File: src/rtl/err_bank_pkg.sv
package err_bank_pkg;

    localparam int unsigned REG_W  = 8;
    localparam int unsigned ADDR_W = 2;

    typedef logic [REG_W-1:0] reg_t;

    typedef enum logic [1:0] {
        SLP_AWAKE = 2'd0,
        SLP_S3    = 2'd1,
        SLP_S45   = 2'd2,
        SLP_SPARE = 2'd3
    } sleep_e;

    typedef enum logic [ADDR_W-1:0] {
        A_STATUS  = 2'd0,
        A_MASK    = 2'd1,
        A_OPTMASK = 2'd2,
        A_CTRL    = 2'd3
    } addr_e;

    typedef struct packed {
        logic   alert_en;
        sleep_e sleep;
    } ctrl_t;

    localparam int unsigned CTRL_W = $bits(ctrl_t);

    typedef struct packed {
        logic  wr;
        logic  rd;
        addr_e addr;
        reg_t  wdata;
    } bus_req_t;

    typedef struct packed {
        reg_t always_s3;
        reg_t opt_s3;
        reg_t always_s45;
        reg_t opt_s45;
    } sleep_policy_t;

    function automatic reg_t sleep_mask(sleep_e st, sleep_policy_t pol, reg_t opt_en);
        reg_t m;
        case (st)
            SLP_S3:  m = pol.always_s3  | (pol.opt_s3  & opt_en);
            SLP_S45: m = pol.always_s45 | (pol.opt_s45 & opt_en);
            default: m = '0;
        endcase
        return m;
    endfunction

endpackage

File: src/rtl/err_bank_cfg.sv
module err_bank_cfg
    import err_bank_pkg::*;
#(
    parameter reg_t          IMPL_MASK = 8'h3F,
    parameter sleep_policy_t POLICY    = '0
) (
    input  logic     clk,
    input  logic     rst,
    input  bus_req_t req_i,
    output reg_t     eff_mask_o,
    output reg_t     mask_rd_o,
    output reg_t     opt_rd_o,
    output ctrl_t    ctrl_o
);

    reg_t  mask_q;
    reg_t  opt_q;
    ctrl_t ctrl_q;

    always_ff @(posedge clk) begin
        if (rst) begin
            mask_q <= '0;
            opt_q  <= '0;
            ctrl_q <= '0;
        end else if (req_i.wr) begin
            case (req_i.addr)
                A_MASK:    mask_q <= req_i.wdata;
                A_OPTMASK: opt_q  <= req_i.wdata;
                A_CTRL:    ctrl_q <= ctrl_t'(req_i.wdata[CTRL_W-1:0]);
                default:   ;
            endcase
        end
    end

    always_comb begin
        eff_mask_o = (mask_q | sleep_mask(ctrl_q.sleep, POLICY, opt_q)) & IMPL_MASK;
        mask_rd_o  = mask_q & IMPL_MASK;
        opt_rd_o   = opt_q & IMPL_MASK;
        ctrl_o     = ctrl_q;
    end

    // A static mask bit always appears in the effective mask.
    AST_STATIC_IN_EFF: assert property (@(posedge clk) disable iff (rst)
        ((eff_mask_o & mask_rd_o) == mask_rd_o)) else $error("static mask lost");

endmodule

File: src/rtl/err_bank_sticky.sv
module err_bank_sticky
    import err_bank_pkg::*;
#(
    parameter reg_t IMPL_MASK = 8'h3F
) (
    input  logic     clk,
    input  logic     rst,
    input  reg_t     event_i,
    input  reg_t     eff_mask_i,
    input  logic     rc_mode_i,
    input  bus_req_t req_i,
    output reg_t     status_o
);

    reg_t status_q;
    reg_t cond;
    reg_t clr;
    reg_t status_d;

    always_comb begin
        cond = event_i & ~eff_mask_i & IMPL_MASK;
        clr  = '0;
        if (req_i.addr == A_STATUS) begin
            if (req_i.wr)
                clr = clr | req_i.wdata;
            if (req_i.rd && rc_mode_i)
                clr = '1;
        end
        status_d = ((status_q & ~clr) | cond) & IMPL_MASK;
    end

    always_ff @(posedge clk) begin
        if (rst) status_q <= '0;
        else     status_q <= status_d;
    end

    assign status_o = status_q;

    AST_STICKY_HOLD: assert property (@(posedge clk) disable iff (rst)
        1'b1 |=> ((status_q & $past(status_q & ~clr)) == $past(status_q & ~clr)))
        else $error("bit dropped without clear");

    AST_SET_WINS: assert property (@(posedge clk) disable iff (rst)
        (cond != '0) |=> ((status_q & $past(cond)) == $past(cond)))
        else $error("active event not held");

    AST_MASKED_NO_SET: assert property (@(posedge clk) disable iff (rst)
        1'b1 |=> ((status_q & ~$past(status_q) & $past(eff_mask_i)) == '0))
        else $error("masked bit set");

    AST_NORMAL_READ_KEEPS: assert property (@(posedge clk) disable iff (rst)
        (req_i.rd && !req_i.wr && !rc_mode_i && req_i.addr == A_STATUS)
        |=> ((status_q & $past(status_q)) == $past(status_q)))
        else $error("read cleared in normal mode");

    AST_RSVD_ZERO: assert property (@(posedge clk) disable iff (rst)
        ((status_q & ~IMPL_MASK) == '0)) else $error("reserved bit set");

endmodule

File: src/rtl/err_bank_flags.sv
module err_bank_flags
    import err_bank_pkg::*;
#(
    parameter reg_t NOSUM_MASK = 8'h00
) (
    input  logic clk,
    input  logic rst,
    input  reg_t status_i,
    input  logic alert_en_i,
    output logic summary_o,
    output logic alert_o
);

    logic any_err;
    logic summary_q;
    logic alert_q;

    assign any_err = |(status_i & ~NOSUM_MASK);

    always_ff @(posedge clk) begin
        if (rst) begin
            summary_q <= 1'b0;
            alert_q   <= 1'b0;
        end else begin
            summary_q <= any_err;
            alert_q   <= any_err & alert_en_i;
        end
    end

    assign summary_o = summary_q;
    assign alert_o   = alert_q;

    AST_ALERT_NEEDS_SUM: assert property (@(posedge clk) disable iff (rst)
        alert_q |-> summary_q) else $error("alert without summary");

    AST_ALERT_NEEDS_EN: assert property (@(posedge clk) disable iff (rst)
        $rose(alert_q) |-> $past(alert_en_i)) else $error("alert while disabled");

    AST_SUM_NEEDS_STATUS: assert property (@(posedge clk) disable iff (rst)
        $rose(summary_q) |-> ($past(status_i) != '0)) else $error("summary from nothing");

endmodule

File: src/rtl/err_status_bank.sv
module err_status_bank
    import err_bank_pkg::*;
#(
    parameter reg_t IMPL_MASK   = 8'h3F,
    parameter reg_t NOSUM_MASK  = 8'h00,
    parameter reg_t ALWAYS_S3   = 8'h0C,
    parameter reg_t OPT_S3      = 8'h03,
    parameter reg_t ALWAYS_S45  = 8'h0C,
    parameter reg_t OPT_S45     = 8'h03
) (
    input  logic              clk,
    input  logic              rst,
    input  logic [REG_W-1:0]  event_i,
    input  logic              rc_mode_i,
    input  logic              wr_en_i,
    input  logic              rd_en_i,
    input  logic [ADDR_W-1:0] addr_i,
    input  logic [REG_W-1:0]  wdata_i,
    output logic [REG_W-1:0]  rd_data_o,
    output logic              summary_o,
    output logic              alert_o
);

    localparam sleep_policy_t POLICY = '{
        always_s3:  ALWAYS_S3,
        opt_s3:     OPT_S3,
        always_s45: ALWAYS_S45,
        opt_s45:    OPT_S45
    };

    bus_req_t req;
    reg_t     eff_mask;
    reg_t     mask_rd;
    reg_t     opt_rd;
    ctrl_t    ctrl;
    reg_t     status;
    reg_t     rd_mux;
    reg_t     rd_q;

    always_comb begin
        req.wr    = wr_en_i;
        req.rd    = rd_en_i;
        req.addr  = addr_e'(addr_i);
        req.wdata = wdata_i;
    end

    err_bank_cfg #(
        .IMPL_MASK (IMPL_MASK),
        .POLICY    (POLICY)
    ) u_cfg (
        .clk        (clk),
        .rst        (rst),
        .req_i      (req),
        .eff_mask_o (eff_mask),
        .mask_rd_o  (mask_rd),
        .opt_rd_o   (opt_rd),
        .ctrl_o     (ctrl)
    );

    err_bank_sticky #(
        .IMPL_MASK (IMPL_MASK)
    ) u_sticky (
        .clk        (clk),
        .rst        (rst),
        .event_i    (event_i),
        .eff_mask_i (eff_mask),
        .rc_mode_i  (rc_mode_i),
        .req_i      (req),
        .status_o   (status)
    );

    err_bank_flags #(
        .NOSUM_MASK (NOSUM_MASK)
    ) u_flags (
        .clk        (clk),
        .rst        (rst),
        .status_i   (status),
        .alert_en_i (ctrl.alert_en),
        .summary_o  (summary_o),
        .alert_o    (alert_o)
    );

    always_comb begin
        case (req.addr)
            A_STATUS:  rd_mux = status;
            A_MASK:    rd_mux = mask_rd;
            A_OPTMASK: rd_mux = opt_rd;
            default:   rd_mux = reg_t'(ctrl);
        endcase
    end

    always_ff @(posedge clk) begin
        if (rst)          rd_q <= '0;
        else if (rd_en_i) rd_q <= rd_mux;
    end

    assign rd_data_o = rd_q;

    AST_RD_RSVD_ZERO: assert property (@(posedge clk) disable iff (rst)
        (rd_en_i && req.addr != A_CTRL) |=> ((rd_data_o & ~IMPL_MASK) == '0))
        else $error("reserved bits read nonzero");

    AST_RD_HOLD: assert property (@(posedge clk) disable iff (rst)
        !rd_en_i |=> $stable(rd_data_o)) else $error("read data moved");

endmodule

File: config.mk
export PLATFORM = sky130hd
export DESIGN_NAME = err_status_bank
export DESIGN_NICKNAME = d
export VERILOG_FILES = /design/src/rtl/err_bank_pkg.sv /design/src/rtl/err_bank_cfg.sv /design/src/rtl/err_bank_sticky.sv /design/src/rtl/err_bank_flags.sv /design/src/rtl/err_status_bank.sv
export SDC_FILE = /design/constraint.sdc
export NUM_CORES = 1
export LEC_CHECK = 0
export ABC_AREA = 1
export BUFFER_PORTS_ARGS = -buffer_cell sky130_fd_sc_hd__buf_2
export CORE_MARGIN = 5
export CORE_UTILIZATION = 55
export CTS_BUF_LIST = sky130_fd_sc_hd__clkbuf_8
export DETAILED_ROUTE_END_ITERATION = 8
export PLACE_DENSITY = 0.81
export SLEW_MARGIN = 30
export SYNTH_ARGS = -nofsm -noshare
export SYNTH_HDL_FRONTEND = slang
export SYNTH_SLANG_ARGS = --single-unit
File: constraint.sdc
create_clock -name clk -period 1.1 [get_ports clk]
set_clock_uncertainty 0.1 [all_clocks]
set_input_delay 0.11 -clock clk [delete_from_list [all_inputs] [get_ports clk]]
set_output_delay 0.11 -clock clk [all_outputs]
set_load 0.03 [all_outputs]
# Yosys cells after proc, flatten, opt, wreduce, memory -nomap -nowiden
# Index checks and enable logic that the tools add are counted.
# totals
ff_bits	31
latchBits	0
ramBits	0
rom_bits	0
input_bits	23
output_inout_bits	10
word_cells	32
mem_count	0
# op_classes
n_addsub	0
multipliers	0
n_div	0
order_cmp	0
n_eq_ne	5
shifts	0
mux	5
n_bitwise	7
n_reduce_logical	7
# op_table
op	count
6-bit two-way mux	3
6-bit case mux with 3 select lines	1
6-bit bitwise AND	2
6-bit NOT	2
8-bit OR reduction	1
2-bit == test, second input constant	3
6-bit by 4-bit bitwise OR with 6-bit output	1
6-bit bitwise OR	1
2-bit AND reduction	3
2-bit by 1-bit == test with 1-bit output, second input constant	2
4-bit two-way mux	1
2-bit zero test	1
2-bit OR reduction	1
1-bit bitwise AND	1
1-bit logical AND	1

# Longest topological paths before layout
# logic_depth
ltp_word	7
depth_mapped	7
ltp_nobuf	5

# Hierarchy
# A second synthesis with hierarchy kept.
# unflattened
hier_cells	259
area_unflattened_um2	1644.1
# by_module_without_submodules
mod	n_inst	cells_each	area_per_inst_um2	seq_area_each_um2
err_bank_cfg	1	116	737.0	300.3
err_status_bank	1	78	498.0	160.2
err_bank_sticky	1	53	330.3	120.1
err_bank_flags	1	12	78.8	40.0

# Worst setup path after synthesis
# OpenSTA, ideal clock, no wires.
# synth_path
path_kind	input-to-reg
from	in addr_i[1]
to	reg rd_q[2] (netlist: rd_data_o[2])
setup_time_ns	0.069
arrival_time_ns	0.738
t_required_ns	0.931
slack_ns	0.193
stages	7
path_buffers	2
path_cell_list	buf_6 nor2_4 buf_6 nand2_1 nand3_2 nand2_2 a21oi_2
# synth_between
elab_chain_len	2
elab_cells_between_ends	4
cone_classes	eq/ne (2); mux (1); reduce/logical (1)
# synth_rtl
item	line	text
start, declared	err_status_bank.sv:17	input logic [ADDR_W-1:0] addr_i,
2-bit == test (tied with other cells)	err_status_bank.sv:84	case (req.addr)
6-bit case mux with 3 select lines (*)	err_status_bank.sv:84	
end signal, assigned	err_status_bank.sv:94	else if (rd_en_i) rd_q <= rd_mux;
end, declared	err_status_bank.sv:38	reg_t rd_q;
# Mark *: on every way between the ends. The rest lies on a longest branch, timed or not.
# A chain may end at the register's enable or synchronous reset.

# Worst setup path in the final report
# layout_path
from	reg rd_q[4] (netlist: rd_data_o[4])
to	out rd_data_o[4]
# layout_rtl
item	line	text
end, declared	err_status_bank.sv:19	output logic [REG_W-1:0] rd_data_o,
# No word-level cell between the ends.

==> summary.md <==
| Metric | Value |
|---|---|
| Grt ovf | `0` |
| Comb pwr share | `16.6%` |
| Uppermost routed layer | `met4` |
| Post-Synthesis Cells | `189` |
| Via count | `roughly 1400` |
| Cell Pwr Density | `1400 nW/um^2` |
| Hold buffers post-CTS | `5` |
| Sequential power share | `48.5%` |
| Resize count post-CTS | `0` |
| IO buf count | `26` |
| Top post-synthesis cells by area | `dfxtp_1 (40%), nand2_1 (13%), nand3_1 (7.3%), a21oi_2 (6.7%), a21oi_1 (6.6%)` |
| Worst-path fanout max | `2` |
| I/O pin cnt | `33` |
| Crit path required time | `between 0.8 and 0.9 ns` |
| First-pass GRT wire length | `5560 um` |
| Die height | `roughly 60 um` |
| Setup repair bufs after CTS | `0` |
| Synth-to-layout area growth | `18.2%` |
| Worst slack at placement | `-0.100 ns` |
| Clock sink count | `29` |
| Met2 WL | `between 1500 and 2000 um` |
| VDD IR max | `~1.1 mV` |
| Clock Tree Root | `clkbuf_8` |
| FP Rows | `18` |
| Buf/Inv on CP | `1` |
| Placed Area | `1570 sq um` |
| Cell variety after synth | `23` |
| Family with the most delay on the worst path | `flip-flops` |
| Switching pwr | `682 uW` |
| Seq/Total Area, Yosys | `40.3%` |
| Synth Register Bits | `29` |
| Antenna viol nets, final | `0` |
| Effective utilization at floorplan | `57.6%` |
| Final Util | `~70%` |
| Clock Latency Late Sink | `between 0.2 and 0.3 ns` |
| Vias per std cell | `roughly 5.3` |
| Pins over their slew limit | `0` |
| Final worst-path cycle share | `between 90% and 100%` |
| Cell area after synthesis | `1440 sq um` |
| # setup viols final | `0` |
| Number of global-route vias before repair | `about 1200` |
| Avg WL per Cell | `between 10 and 15 um` |
| DRT met1 WL | `1410 um` |
| Design Area, Final | `1700 sq um` |
| ANT cells | `0` |
| Clock buffer depth | `2` |
| Fin worst setup slack | `0.0712 ns` |
| Total negative setup slack | `0 ns` |
| Max H-tree Level | `2` |
| Initial drt markers | `slightly above 80` |
| Worst setup EP type | `primary output` |
| Post-route DRC | `0` |
| Antenna violations before repair | `0` |
| Overall power | `~2400 uW` |
| Number of max-cap violations | `0` |
| Cell taking the most area after synthesis | `dfxtp_1` |
| Slowest-stage cell, CP | `dfxtp_1` |
| Slowest stage delay, CP | `0.33 ns` |
| Startpoint type of the worst setup path | `flip-flop` |
| TritonCTS clock tree | `yes` |
| Final Critical Period | `about 1 ns` |
| Layout cell share with drive strength beyond 1 | `roughly 29%` |
| GPL Wtd Cong | `between 0.9 and 1` |
| WP data arrival | `0.82 ns` |
| RSZ-0062 raised after global routing | `false` |
| WL final | `3330 um` |
| Int Pwr | `1690 uW` |
| TritonCTS Buffers | `5` |
| Hold Path Class | `primary input to flip-flop` |
| Worst-path clk slew | `0.06 ns` |
| Fmax | `0.972 GHz` |
| Clock power share | `between 30% and 40%` |
| WS Path Type | `flip-flop to primary output` |
| Drt pass-1 iters | `4` |
| Switching Share | `between 20 and 30%` |
| Aggregate global-route resource usage | `between 20% and 30%` |
| DP HPWL | `approximately 2400 um` |
| Met3 Wirelength | `around 220 um` |
| Layout net count | `roughly 250` |
| Die extent in x | `around 60 um` |
| Largest net degree at the start of global routing | `17` |
| Status | `completed` |
| Pleak | `about 0.00076 uW` |
| Ys Warns | `0` |
| Core area | `approximately 2500 sq um` |
| Hold Violations, Final | `0` |
| Cell Chain, Critical Path | `buf_2` |
| Synthesized area per cell | `between 7 and 8 sq um` |
| Die ar. | `3740 sq um` |
| Yosys top cell area share | `about two fifths` |
cell type report:
cell class                 instances  area (sq um)
sequential                        29           581
clock buffer                       5          68.8
inverter                          21           100
multi-input combinational        130           674
tap                               30          37.5
timing repair buffer              37           225
clock inverter                     3          13.8
fill                             212           800
cell families after synthesis:
logic type      Yosys count  share of synthesized area, %
simple gates             80                          25.7
flops                    29                          40.3
buf+inv                  31                          13.0
other cells               1                         0.261
compound gates           48                          20.6
synth_stat cells:
cell type  instances
o21ai_0            7
nand3_1           21
nand2_2            1
buf_4              3
dfxtp_1           29
inv_2              2
nor2_1             4
nor2_4             1
nand2_4            2
buf_6              5
inv_1             16
a21oi_2           11
conb_1             1
buf_2              1
bufinv_8           1
o21ai_1            7
clkbuf_1           1
clkinv_4           1
nand3_2            3
a21oi_1           19
o21ai_2            4
inv_4              1
nand2_1           48
tightest hold or removal path, delay by kind of cell:
family / cells / cell delay (ns)
AO/OA/AOI/OAI: 1 / 0.07
AND/OR/NAND/NOR: 1 / 0.07
buffers and inverters: 1 / 0.10
flip-flops by register name (all words and copies together), names as in the netlist:
name and cells:
u_flags.summary_o 1, u_flags.alert_o 1, u_cfg.ctrl_o 3, rd_data_o 6, u_sticky.status_o 6, u_cfg.opt_q 6
u_cfg.mask_q 6
per-layer routing:
| metal | vias to the layer above | global-route usage, % |
|---|---|---|
| met3 | 7 | 8.18 |
| li1 | 682 | - |
| met1 | 632 | 24.8 |
| met5 | - | 0 |
| met2 | 37 | 32.9 |
| met4 | 0 | 10.8 |
final timing paths:
path,startpoint,endpoint,slack [ns],depth (start not counted)
max,rd_data_o[4],rd_data_o[4],0.07,1
max reg2reg,u_cfg.opt_q[2],rd_data_o[2],0.09,4
min reg2reg,u_cfg.opt_q[5],u_cfg.opt_q[5],0.35,2
min,event_i[1],u_sticky.status_o[1],0.009,3
layout by cell type (no fill, tap or decap), drive strengths merged:
| cell type | count |
|---|---|
| nand2 | 51 |
| o21ai | 18 |
| bufinv | 1 |
| conb | 2 |
| nor2 | 5 |
| buf | 32 |
| inv | 20 |
| nand3 | 24 |
| clkbuf | 5 |
| dfxtp | 29 |
| a21oi | 30 |
| clkinv | 3 |
| dlygate4sd3 | 5 |
power groups by stage:
stage | registers (uW) | clock network [uW] | logic [uW]
detailed placement | 1170 | 0 | 377
CTS | 1150 | 843 | 393
global route | 1160 | 893 | 440
finish | 1150 | 828 | 393
floorplan | 1190 | 0 | 252
global placement | 1170 | 0 | 365
per-stage QoR:
| step | cells | hold WS (ns) |
|---|---|---|
| final | 255 | 0.00919 |
| after global routing | 255 | 0.00228 |
| after CTS | 255 | 0.00698 |
| after detailed placement | 242 | 0.280 |
| after global placement | 242 | 0.262 |
| after floorplan | 190 | 0.0791 |
No activity file was read; power rests on OpenSTA's default activity.
